--- src/rtl/xbw_pkg.sv ---
package xbw_pkg;

    localparam int NRM_W = 5;
    localparam int PG_W  = 3;

    typedef enum logic [2:0] {
        ST_IDLE,
        ST_PROG,
        ST_SAMP,
        ST_TEND,
        ST_HOLD
    } xbw_state_e;

    typedef struct packed {
        logic [NRM_W-1:0] rd_nrm;
        logic [NRM_W-1:0] wr_nrm;
        logic [PG_W-1:0]  rd_pg;
        logic [PG_W-1:0]  wr_pg;
        logic             ext_en;
    } xbw_cfg_t;

    function automatic logic [NRM_W-1:0] pick_wait(input xbw_cfg_t c,
                                                   input logic is_wr,
                                                   input logic is_page);
        logic [NRM_W-1:0] r;
        if (is_page)
            r = is_wr ? {{(NRM_W-PG_W){1'b0}}, c.wr_pg}
                      : {{(NRM_W-PG_W){1'b0}}, c.rd_pg};
        else
            r = is_wr ? c.wr_nrm : c.rd_nrm;
        return r;
    endfunction

endpackage

--- src/rtl/xbw_sync.sv ---
module xbw_sync #(
    parameter int   STAGES  = 2,
    parameter logic RST_VAL = 1'b1
) (
    input  logic clk,
    input  logic rst,
    input  logic d,
    output logic q
);
    logic [STAGES-1:0] chain_q;

    generate
        if (STAGES == 1) begin : g_one
            always_ff @(posedge clk) begin
                if (rst) chain_q <= RST_VAL;
                else     chain_q <= d;
            end
        end else begin : g_many
            always_ff @(posedge clk) begin
                if (rst) chain_q <= {STAGES{RST_VAL}};
                else     chain_q <= {chain_q[STAGES-2:0], d};
            end
        end
    endgenerate

    assign q = chain_q[STAGES-1];
endmodule

--- src/rtl/xbw_wait_cnt.sv ---
module xbw_wait_cnt #(
    parameter int W = 5
) (
    input  logic         clk,
    input  logic         rst,
    input  logic         load,
    input  logic [W-1:0] load_val,
    input  logic         dec,
    output logic         last
);
    logic [W-1:0] cnt_q;

    always_ff @(posedge clk) begin
        if (rst)       cnt_q <= '0;
        else if (load) cnt_q <= load_val;
        else if (dec)  cnt_q <= cnt_q - 1'b1;
    end

    assign last = (cnt_q == W'(1));

    AST_NO_UNDERFLOW: assert property (@(posedge clk) disable iff (rst)
        (dec && !load) |-> (cnt_q != '0));
endmodule

--- src/rtl/xbw_seq.sv ---
module xbw_seq
    import xbw_pkg::*;
#(
    parameter int LEN_W = 3
) (
    input  logic             clk,
    input  logic             rst,
    input  logic             req_valid,
    input  logic             req_write,
    input  logic [LEN_W-1:0] req_len,
    input  xbw_cfg_t         cfg_in,
    input  logic             wait_s,
    input  logic             cnt_last,
    output logic             cnt_load,
    output logic [NRM_W-1:0] cnt_val,
    output logic             cnt_dec,
    output logic             rd_stb,
    output logic             wr_stb,
    output logic [LEN_W-1:0] beat_idx,
    output logic             beat_end,
    output logic             done,
    output logic             idle
);
    xbw_state_e       state_q, state_d;
    xbw_cfg_t         cfg_q;
    logic             wr_q;
    logic [LEN_W-1:0] len_q, beat_q;
    logic             accept, last_beat, in_beat, ext_hold;

    assign accept    = (state_q == ST_IDLE) && req_valid;
    assign last_beat = (beat_q == len_q);
    assign ext_hold  = cfg_q.ext_en && !wait_s;

    always_comb begin
        cnt_load = 1'b0;
        cnt_val  = '0;
        if (accept) begin
            cnt_load = 1'b1;
            cnt_val  = pick_wait(cfg_in, req_write, 1'b0);
        end else if (state_q == ST_TEND && !last_beat) begin
            cnt_load = 1'b1;
            cnt_val  = pick_wait(cfg_q, wr_q, 1'b1);
        end
    end

    assign cnt_dec = (state_q == ST_PROG);

    always_comb begin
        state_d = state_q;
        case (state_q)
            ST_IDLE: if (accept) state_d = (cnt_val == '0) ? ST_SAMP : ST_PROG;
            ST_PROG: if (cnt_last) state_d = ST_SAMP;
            ST_SAMP: if (!ext_hold) state_d = ST_TEND;
            ST_TEND: begin
                if (last_beat) state_d = ST_HOLD;
                else           state_d = (cnt_val == '0) ? ST_SAMP : ST_PROG;
            end
            ST_HOLD: state_d = ST_IDLE;
            default: state_d = ST_IDLE;
        endcase
    end

    always_ff @(posedge clk) begin
        if (rst) begin
            state_q <= ST_IDLE;
            cfg_q   <= '0;
            wr_q    <= 1'b0;
            len_q   <= '0;
            beat_q  <= '0;
        end else begin
            state_q <= state_d;
            if (accept) begin
                cfg_q  <= cfg_in;
                wr_q   <= req_write;
                len_q  <= req_len;
                beat_q <= '0;
            end else if (state_q == ST_TEND && !last_beat) begin
                beat_q <= beat_q + 1'b1;
            end
        end
    end

    assign in_beat  = (state_q == ST_PROG) || (state_q == ST_SAMP) || (state_q == ST_TEND);
    assign rd_stb   = in_beat && !wr_q;
    assign wr_stb   = in_beat && wr_q;
    assign beat_idx = beat_q;
    assign beat_end = (state_q == ST_TEND);
    assign done     = (state_q == ST_HOLD);
    assign idle     = (state_q == ST_IDLE);

    AST_IDLE_QUIET: assert property (@(posedge clk) disable iff (rst)
        idle |-> (!rd_stb && !wr_stb && !done));
    AST_ONE_STROBE: assert property (@(posedge clk) disable iff (rst)
        !(rd_stb && wr_stb));
    AST_PROG_FULL: assert property (@(posedge clk) disable iff (rst)
        (state_q == ST_PROG && !cnt_last) |=> (state_q == ST_PROG));
    AST_LOW_STRETCH: assert property (@(posedge clk) disable iff (rst)
        (state_q == ST_SAMP && cfg_q.ext_en && !wait_s) |=> (state_q == ST_SAMP));
    AST_PIN_IGNORED: assert property (@(posedge clk) disable iff (rst)
        (state_q == ST_SAMP && !cfg_q.ext_en) |=> (state_q == ST_TEND));
    AST_HIGH_ENDS: assert property (@(posedge clk) disable iff (rst)
        (state_q == ST_SAMP && wait_s) |=> beat_end);
    AST_DONE_AFTER_END: assert property (@(posedge clk) disable iff (rst)
        done |-> $past(beat_end));
    AST_DONE_THEN_IDLE: assert property (@(posedge clk) disable iff (rst)
        done |=> idle);
    AST_BUSY_HOLDS_DIR: assert property (@(posedge clk) disable iff (rst)
        (state_q == ST_PROG) |=> $stable(wr_q));
    AST_BEAT_BOUND: assert property (@(posedge clk) disable iff (rst)
        beat_q <= len_q);
endmodule

--- src/rtl/xbus_wait_ctrl.sv ---
module xbus_wait_ctrl
    import xbw_pkg::*;
#(
    parameter int LEN_W       = 3,
    parameter int SYNC_STAGES = 2
) (
    input  logic             clk,
    input  logic             rst,
    input  logic             req_valid,
    input  logic             req_write,
    input  logic [LEN_W-1:0] req_len,
    input  logic [4:0]       cfg_rd_wait,
    input  logic [4:0]       cfg_wr_wait,
    input  logic [2:0]       cfg_pg_rd_wait,
    input  logic [2:0]       cfg_pg_wr_wait,
    input  logic             cfg_ext_en,
    input  logic             wait_n,
    output logic             rd_stb,
    output logic             wr_stb,
    output logic [LEN_W-1:0] beat_idx,
    output logic             beat_end,
    output logic             done,
    output logic             idle
);
    xbw_cfg_t         cfg;
    logic             wait_s, cnt_last, cnt_load, cnt_dec;
    logic [NRM_W-1:0] cnt_val;

    assign cfg.rd_nrm = cfg_rd_wait;
    assign cfg.wr_nrm = cfg_wr_wait;
    assign cfg.rd_pg  = cfg_pg_rd_wait;
    assign cfg.wr_pg  = cfg_pg_wr_wait;
    assign cfg.ext_en = cfg_ext_en;

    xbw_sync #(.STAGES(SYNC_STAGES), .RST_VAL(1'b1)) u_sync (
        .clk (clk),
        .rst (rst),
        .d   (wait_n),
        .q   (wait_s)
    );

    xbw_wait_cnt #(.W(NRM_W)) u_cnt (
        .clk      (clk),
        .rst      (rst),
        .load     (cnt_load),
        .load_val (cnt_val),
        .dec      (cnt_dec),
        .last     (cnt_last)
    );

    xbw_seq #(.LEN_W(LEN_W)) u_seq (
        .clk       (clk),
        .rst       (rst),
        .req_valid (req_valid),
        .req_write (req_write),
        .req_len   (req_len),
        .cfg_in    (cfg),
        .wait_s    (wait_s),
        .cnt_last  (cnt_last),
        .cnt_load  (cnt_load),
        .cnt_val   (cnt_val),
        .cnt_dec   (cnt_dec),
        .rd_stb    (rd_stb),
        .wr_stb    (wr_stb),
        .beat_idx  (beat_idx),
        .beat_end  (beat_end),
        .done      (done),
        .idle      (idle)
    );
endmodule

--- config.mk ---
export PLATFORM = sky130hd
export DESIGN_NAME = xbus_wait_ctrl
export DESIGN_NICKNAME = d
export VERILOG_FILES = /design/src/rtl/xbw_pkg.sv /design/src/rtl/xbw_sync.sv /design/src/rtl/xbw_wait_cnt.sv /design/src/rtl/xbw_seq.sv /design/src/rtl/xbus_wait_ctrl.sv
export SDC_FILE = /design/constraint.sdc
export NUM_CORES = 1
export LEC_CHECK = 0
export BUFFER_PORTS_ARGS = -buffer_cell sky130_fd_sc_hd__buf_2
export CORE_MARGIN = 2
export CORE_UTILIZATION = 59
export CTS_BUF_LIST = sky130_fd_sc_hd__clkbuf_4
export DETAILED_ROUTE_END_ITERATION = 12
export PLACE_DENSITY = 0.83
export SLEW_MARGIN = 25
export SYNTH_ARGS = -nofsm -noshare
export SYNTH_HDL_FRONTEND = slang
export SYNTH_SLANG_ARGS = --single-unit
--- constraint.sdc ---
create_clock -name clk -period 2.8 [get_ports clk]
set_input_delay 0.42 -clock clk [delete_from_list [all_inputs] [get_ports clk]]
set_output_delay 0.42 -clock clk [all_outputs]
set_load 0.01 [all_outputs]
Word-level counts from Yosys, hierarchy flattened. Index checks and enable logic that the tools add are counted.

Bits in registers: 24. Input port bits: 25. Output and inout port bits: 8. Word-level logic and storage cells: 49.

Add/subtract/negate cells: 2. Equal/unequal tests: 9. Mux-type cells: 14. Reduce and logical (&&, ||, !) cells: 15.

Operators with widths (number): 5-bit 2-to-1 mux (5); 3-bit 2-to-1 mux (5); 3-bit one-hot mux with 4 select lines (1); 3-bit by 2-bit equality test with 1-bit output, second input constant (2); 5-bit by 1-bit equality test with 1-bit output, second input constant (1); 1-bit logical AND (5); 5-bit zero test (1); 5-bit by 1-bit subtractor with 5-bit output, second input constant (1); 2-bit != test, second input constant (2); 3-bit by 1-bit adder with 3-bit output, second input constant (1); 3-bit by 1-bit equality test with 1-bit output, second input constant (1); 3-bit equality test (1); 3-bit equality test, second input constant (1); 1-bit zero test (3); 3-bit zero test (1); 3-bit AND reduction (1); 1-bit logical OR (2); 1-bit 2-to-1 mux (2); 2-bit 2-to-1 mux (1); 2-bit by 1-bit != test with 1-bit output, second input constant (1); 2-bit nonzero test (1); 2-bit OR reduction (1).

Logic depth before layout (Yosys ltp).
Depth after elaboration: 9. Mapped depth: 6. Depth with buffers taken out: 6.

Cells and area by module. A second synthesis with hierarchy kept.

Cell total of the unflattened synthesis: 153. Area total of the unflattened synthesis: 1292.5 um^2.

By module, submodules not included: xbw_seq (instances 1, cells each 116, area each 945.9 um^2, seq. area each 340.3 um^2); xbw_wait_cnt (instances 1, cells each 33, area each 294.0 um^2, seq. area each 100.1 um^2); xbw_sync (instances 1, cells each 4, area each 52.6 um^2, seq. area each 40.0 um^2).

Least setup slack after synthesis. No wires, ideal clock.

Path type: reg-to-reg. Start point: register u_seq.state_q[0]. End point: register u_cnt.cnt_q[2]. Setup time: 88 ps. Arrival time: 1402 ps. Data required time: 2712 ps. Path slack: 1310 ps. Cell stages (with the launch flop): 6. Buffers on the path: 3. Period minus slack after synthesis: 1490 ps. Path through: dfxtp_1 buf_6 or4b_4 buf_6 buf_6 a311oi_2.

Longest elaborated chain between the ends: 5. Elaborated cells between the ends (all ways): 11. Those cells by class: eq/ne: 2; mux: 5; reduce/logical: 4.

Ends and longest elaborated chain: start: declaration (line xbw_seq.sv:24) `xbw_state_e state_q, state_d;`; start signal: assignment (line xbw_seq.sv:71) `state_q <= state_d;`; 3-bit by 2-bit equality test with 1-bit output (line xbw_seq.sv:40) `end else if (state_q == ST_TEND && !last_beat) begin`; 1-bit logical AND (line xbw_seq.sv:40); 5-bit 2-to-1 mux / 1-bit 2-to-1 mux (equally long branches) (line xbw_seq.sv:40); 5-bit 2-to-1 mux / 1-bit 2-to-1 mux (equally long branches) (line xbw_seq.sv:37) `if (accept) begin`; 5-bit 2-to-1 mux / 2-bit nonzero test (equally long branches); end signal: assignment (line xbw_wait_cnt.sv:15) `else if (load) cnt_q <= load_val;`; end signal: assignment (line xbw_wait_cnt.sv:16) `else if (dec) cnt_q <= cnt_q - 1'b1;`; end: declaration (line xbw_wait_cnt.sv:11) `logic [W-1:0] cnt_q;`.

Parallel ways exist; a longest one is shown, timed or not. A chain may end at the register's enable or synchronous reset.

Worst setup path in the final report.
Start point: register u_seq.state_q[1]. End point: output port wr_stb.

Longest elaborated chain between the ends: 4. Elaborated cells between the ends (all ways): 6. Those cells by class: eq/ne: 3; reduce/logical: 3.

Ends and longest elaborated chain: 3-bit by 1-bit equality test with 1-bit output / 3-bit by 2-bit equality test with 1-bit output (equally long branches) (line xbw_seq.sv:83) `assign in_beat = (state_q == ST_PROG) || (state_q == ST_SAMP) || (state_q == ST_TEND);`; 1-bit logical OR (line xbw_seq.sv:83); 1-bit logical OR (*) (line xbw_seq.sv:83); 1-bit logical AND (*) (line xbw_seq.sv:85) `assign wr_stb = in_beat && wr_q;`; end: declaration (line xbus_wait_ctrl.sv:19) `output logic wr_stb,`.

Every way passes the cells marked *; elsewhere a longest branch is shown, timed or not.

==> impl_metrics.env <==
export IMPL_area_delta_synth_final_pct=10.5
export IMPL_required_ns=2.38
export IMPL_final_setup_tns_ns=0
export IMPL_vdd_drop_max_mv=0.453
export IMPL_fp_row_count=17
export IMPL_end_kind="primary output"
export IMPL_max_freq_ghz=0.528
export IMPL_ys_seq_area_share_pct=34.3
export IMPL_drive_above_1_share_pct=28.7
export IMPL_port_buffer_count=32
export IMPL_ant_nets=0
export IMPL_yosys_warnings=0
export IMPL_worst_setup_path_type="reg -> out"
export IMPL_syn_nets=190
export IMPL_final_common_cell="buf_2"
export IMPL_holdWs_ns=0.278
export IMPL_cp_start_kind="flip-flop"
export IMPL_final_max_slew_viol_count=0
export IMPL_track_usage_pct=23.8
export IMPL_cts_sinks=24
export IMPL_final_period_utilization_pct=67.7
export IMPL_clock_root_buffer="clkbuf_4"
export IMPL_core_region_area_um2=2230
export IMPL_outcome="finished clean"
export IMPL_drtIter0Drc=15
export IMPL_htreeDepth=1
export IMPL_p_total_mw=0.904
export IMPL_yosys_area_top_type_share_pct=34.3
export IMPL_synth_cell_types=48
export IMPL_wl_mm=2.98
export IMPL_die_h_um=52.7
export IMPL_leakagePower_nw=0.654
export IMPL_r2r_start="u_seq.state_q[1]$_SDFFE_PP0P_"
export IMPL_wl_per_cell_um=13.8
export IMPL_finalSetupViolCount=0
export IMPL_hpwlAfterDp_mm=2.25
export IMPL_min_path_type="in -> reg"
export IMPL_seq_area_um2=480
export IMPL_tightest_slew_ns=0.525
export IMPL_grt_pass1_wl_mm=4.92
export IMPL_cts_tree="yes"
export IMPL_num_antenna_cells=0
export IMPL_fillers=188
export IMPL_grt_max_degree=24
export IMPL_multiInputGateArea_um2=812
export IMPL_dr_total_vias=1232
export IMPL_dp_slack_ns=1.01
export IMPL_ys_seq_elements=24
export IMPL_fin_crit_ns=1.90
export IMPL_drc=0
export IMPL_dieArea_um2=2780
export IMPL_crit_fanout=12
export IMPL_worstPathArrival_ns=1.48
export IMPL_chipWidth_um=52.7
export IMPL_final_cell_mix="buf_2, nand2_1, dfxtp_1"
export IMPL_synthTopCellsByArea="dfxtp_1, nand2_1, mux2i_1"
export IMPL_skew_ns=0.00463
export IMPL_maxSlewHeadroom_pct=64.9
export IMPL_holdCritStartpoint="wait_n"
export IMPL_cts_hold_buf=0
export IMPL_yosysTopAreaCell="dfxtp_1"
export IMPL_grt_pass1_vias=1168
export IMPL_p_per_area_nw_per_um2=584
export IMPL_antenna_found_initial=0
export IMPL_clock_latency_ns=0.31
export IMPL_syn_cell_area_um2=1400
export IMPL_startpoint="u_seq.state_q[1]$_SDFFE_PP0P_"
export IMPL_globalplace_congestion=0.890
export IMPL_first_pass_iters=4
export IMPL_fin_nets=217
export IMPL_synth_cells=162
export IMPL_syn_area_per_cell_um2=8.64
export IMPL_start_util_pct=62.7
export IMPL_setup_ws_ns=0.905
export IMPL_hold_viol=0
export IMPL_cts_buffers=3
export IMPL_postCtsSetupRepairBufs=0
export IMPL_drv_cap=0
export IMPL_clock_path_buffers=2
export IMPL_rsz0062_at_grt="no"
export IMPL_clkSlewWorstSetupHoldPaths_ns=0.13
export IMPL_grt_overflow_total=0
export IMPL_io_pins=33
export IMPL_viasPerCell=5.70
export IMPL_cts_resized=0
==> Yosys cell counts, drive strengths merged <==
cell type / count
or2b: 1
nor2: 9
xor2: 1
or3: 2
nand4: 1
a311oi: 1
a21oi: 16
ha: 3
buf: 10
nand3b: 1
o211a: 1
or3b: 1
nor4b: 3
a22o: 1
mux2i: 8
nor4: 2
nand3: 1
o2111ai: 1
clkbuf: 1
mux2: 2
o22ai: 4
a211oi: 4
a31o: 1
dfxtp: 24
or4b: 1
or2: 2
and2: 1
xnor2: 4
nor3b: 2
a31oi: 2
o32ai: 2
inv: 7
nor3: 9
a21o: 1
o21ai: 4
a2bb2oi: 1
nand2: 27
==> registers in the layout, summed over array words and instances (netlist names) <==
name / cells
u_cnt.cnt_q: 5
u_seq.beat_idx: 3
u_seq.cfg_q: 7
u_seq.len_q: 3
u_seq.state_q: 3
u_seq.wr_q: 1
u_sync.chain_q: 2
==> final timing paths <==
kind	to	slack [ns]	depth (start not counted)
min reg2reg	u_sync.chain_q[1]$_SDFF_PP1_	0.42	1
max	wr_stb	0.90	3
max reg2reg	u_cnt.cnt_q[3]$_SDFFE_PP0P_	0.99	4
min	u_sync.chain_q[0]$_SDFF_PP1_	0.28	2
==> metrics by stage <==
| step | cells | utilization, % | cell area (um2) |
|---|---|---|---|
| after floorplan | 162 | - | 1400 |
| after global placement | 212 | 68.1 | 1520 |
| after detailed placement | 212 | 68.1 | 1520 |
| after CTS | 216 | 69.3 | 1550 |
| after global routing | 216 | 69.3 | 1550 |
| final | 216 | 69.3 | 1550 |
==> critical path, stage by stage (launching register included) <==
cell and delay, ns:
dfxtp_1 0.67, nor2_1 0.15, nor3b_1 0.19, buf_2 0.16
==> per-layer routing <==
layer | track usage (%) | wire length, um | vias to the layer above
li1 | - | - | 630
met1 | 29.2 | 1310 | 555
met2 | 40.4 | 1480 | 41
met3 | 5.14 | 149 | 6
met4 | 8.55 | 41 | 0
met5 | 0 | 0 | -
==> final cells by class <==
class                           instances  share of cell area (%)
Clock buffer                            3                    1.46
Tap cell                               28                    2.26
Multi-Input combinational cell        120                    52.5
Sequential cell                        24                    31.0
Timing Repair Buffer                   33                    10.8
Inverter                                7                    1.70
Clock inverter                          1                   0.243
==> power breakdown <==
| group | total, mW | internal [mW] | switching, mW | leakage (nW) |
|---|---|---|---|---|
| combinational | 0.310 | 0.141 | 0.169 | 0.442 |
| sequential | 0.438 | 0.383 | 0.0555 | 0.197 |
| clock | 0.155 | 0.0521 | 0.103 | 0.0154 |
==> cells by family after synthesis <==
family                     synth area share, %
AOI/OAI and AO/OA                         20.0
xor gates and xnor gates                  3.13
adders and majority gates                 2.68
buffers and inverters                     7.69
DFF                                       34.3
muxes                                     7.33
and+or+nand+nor                           24.8
No activity file was read; power rests on OpenSTA's default activity.
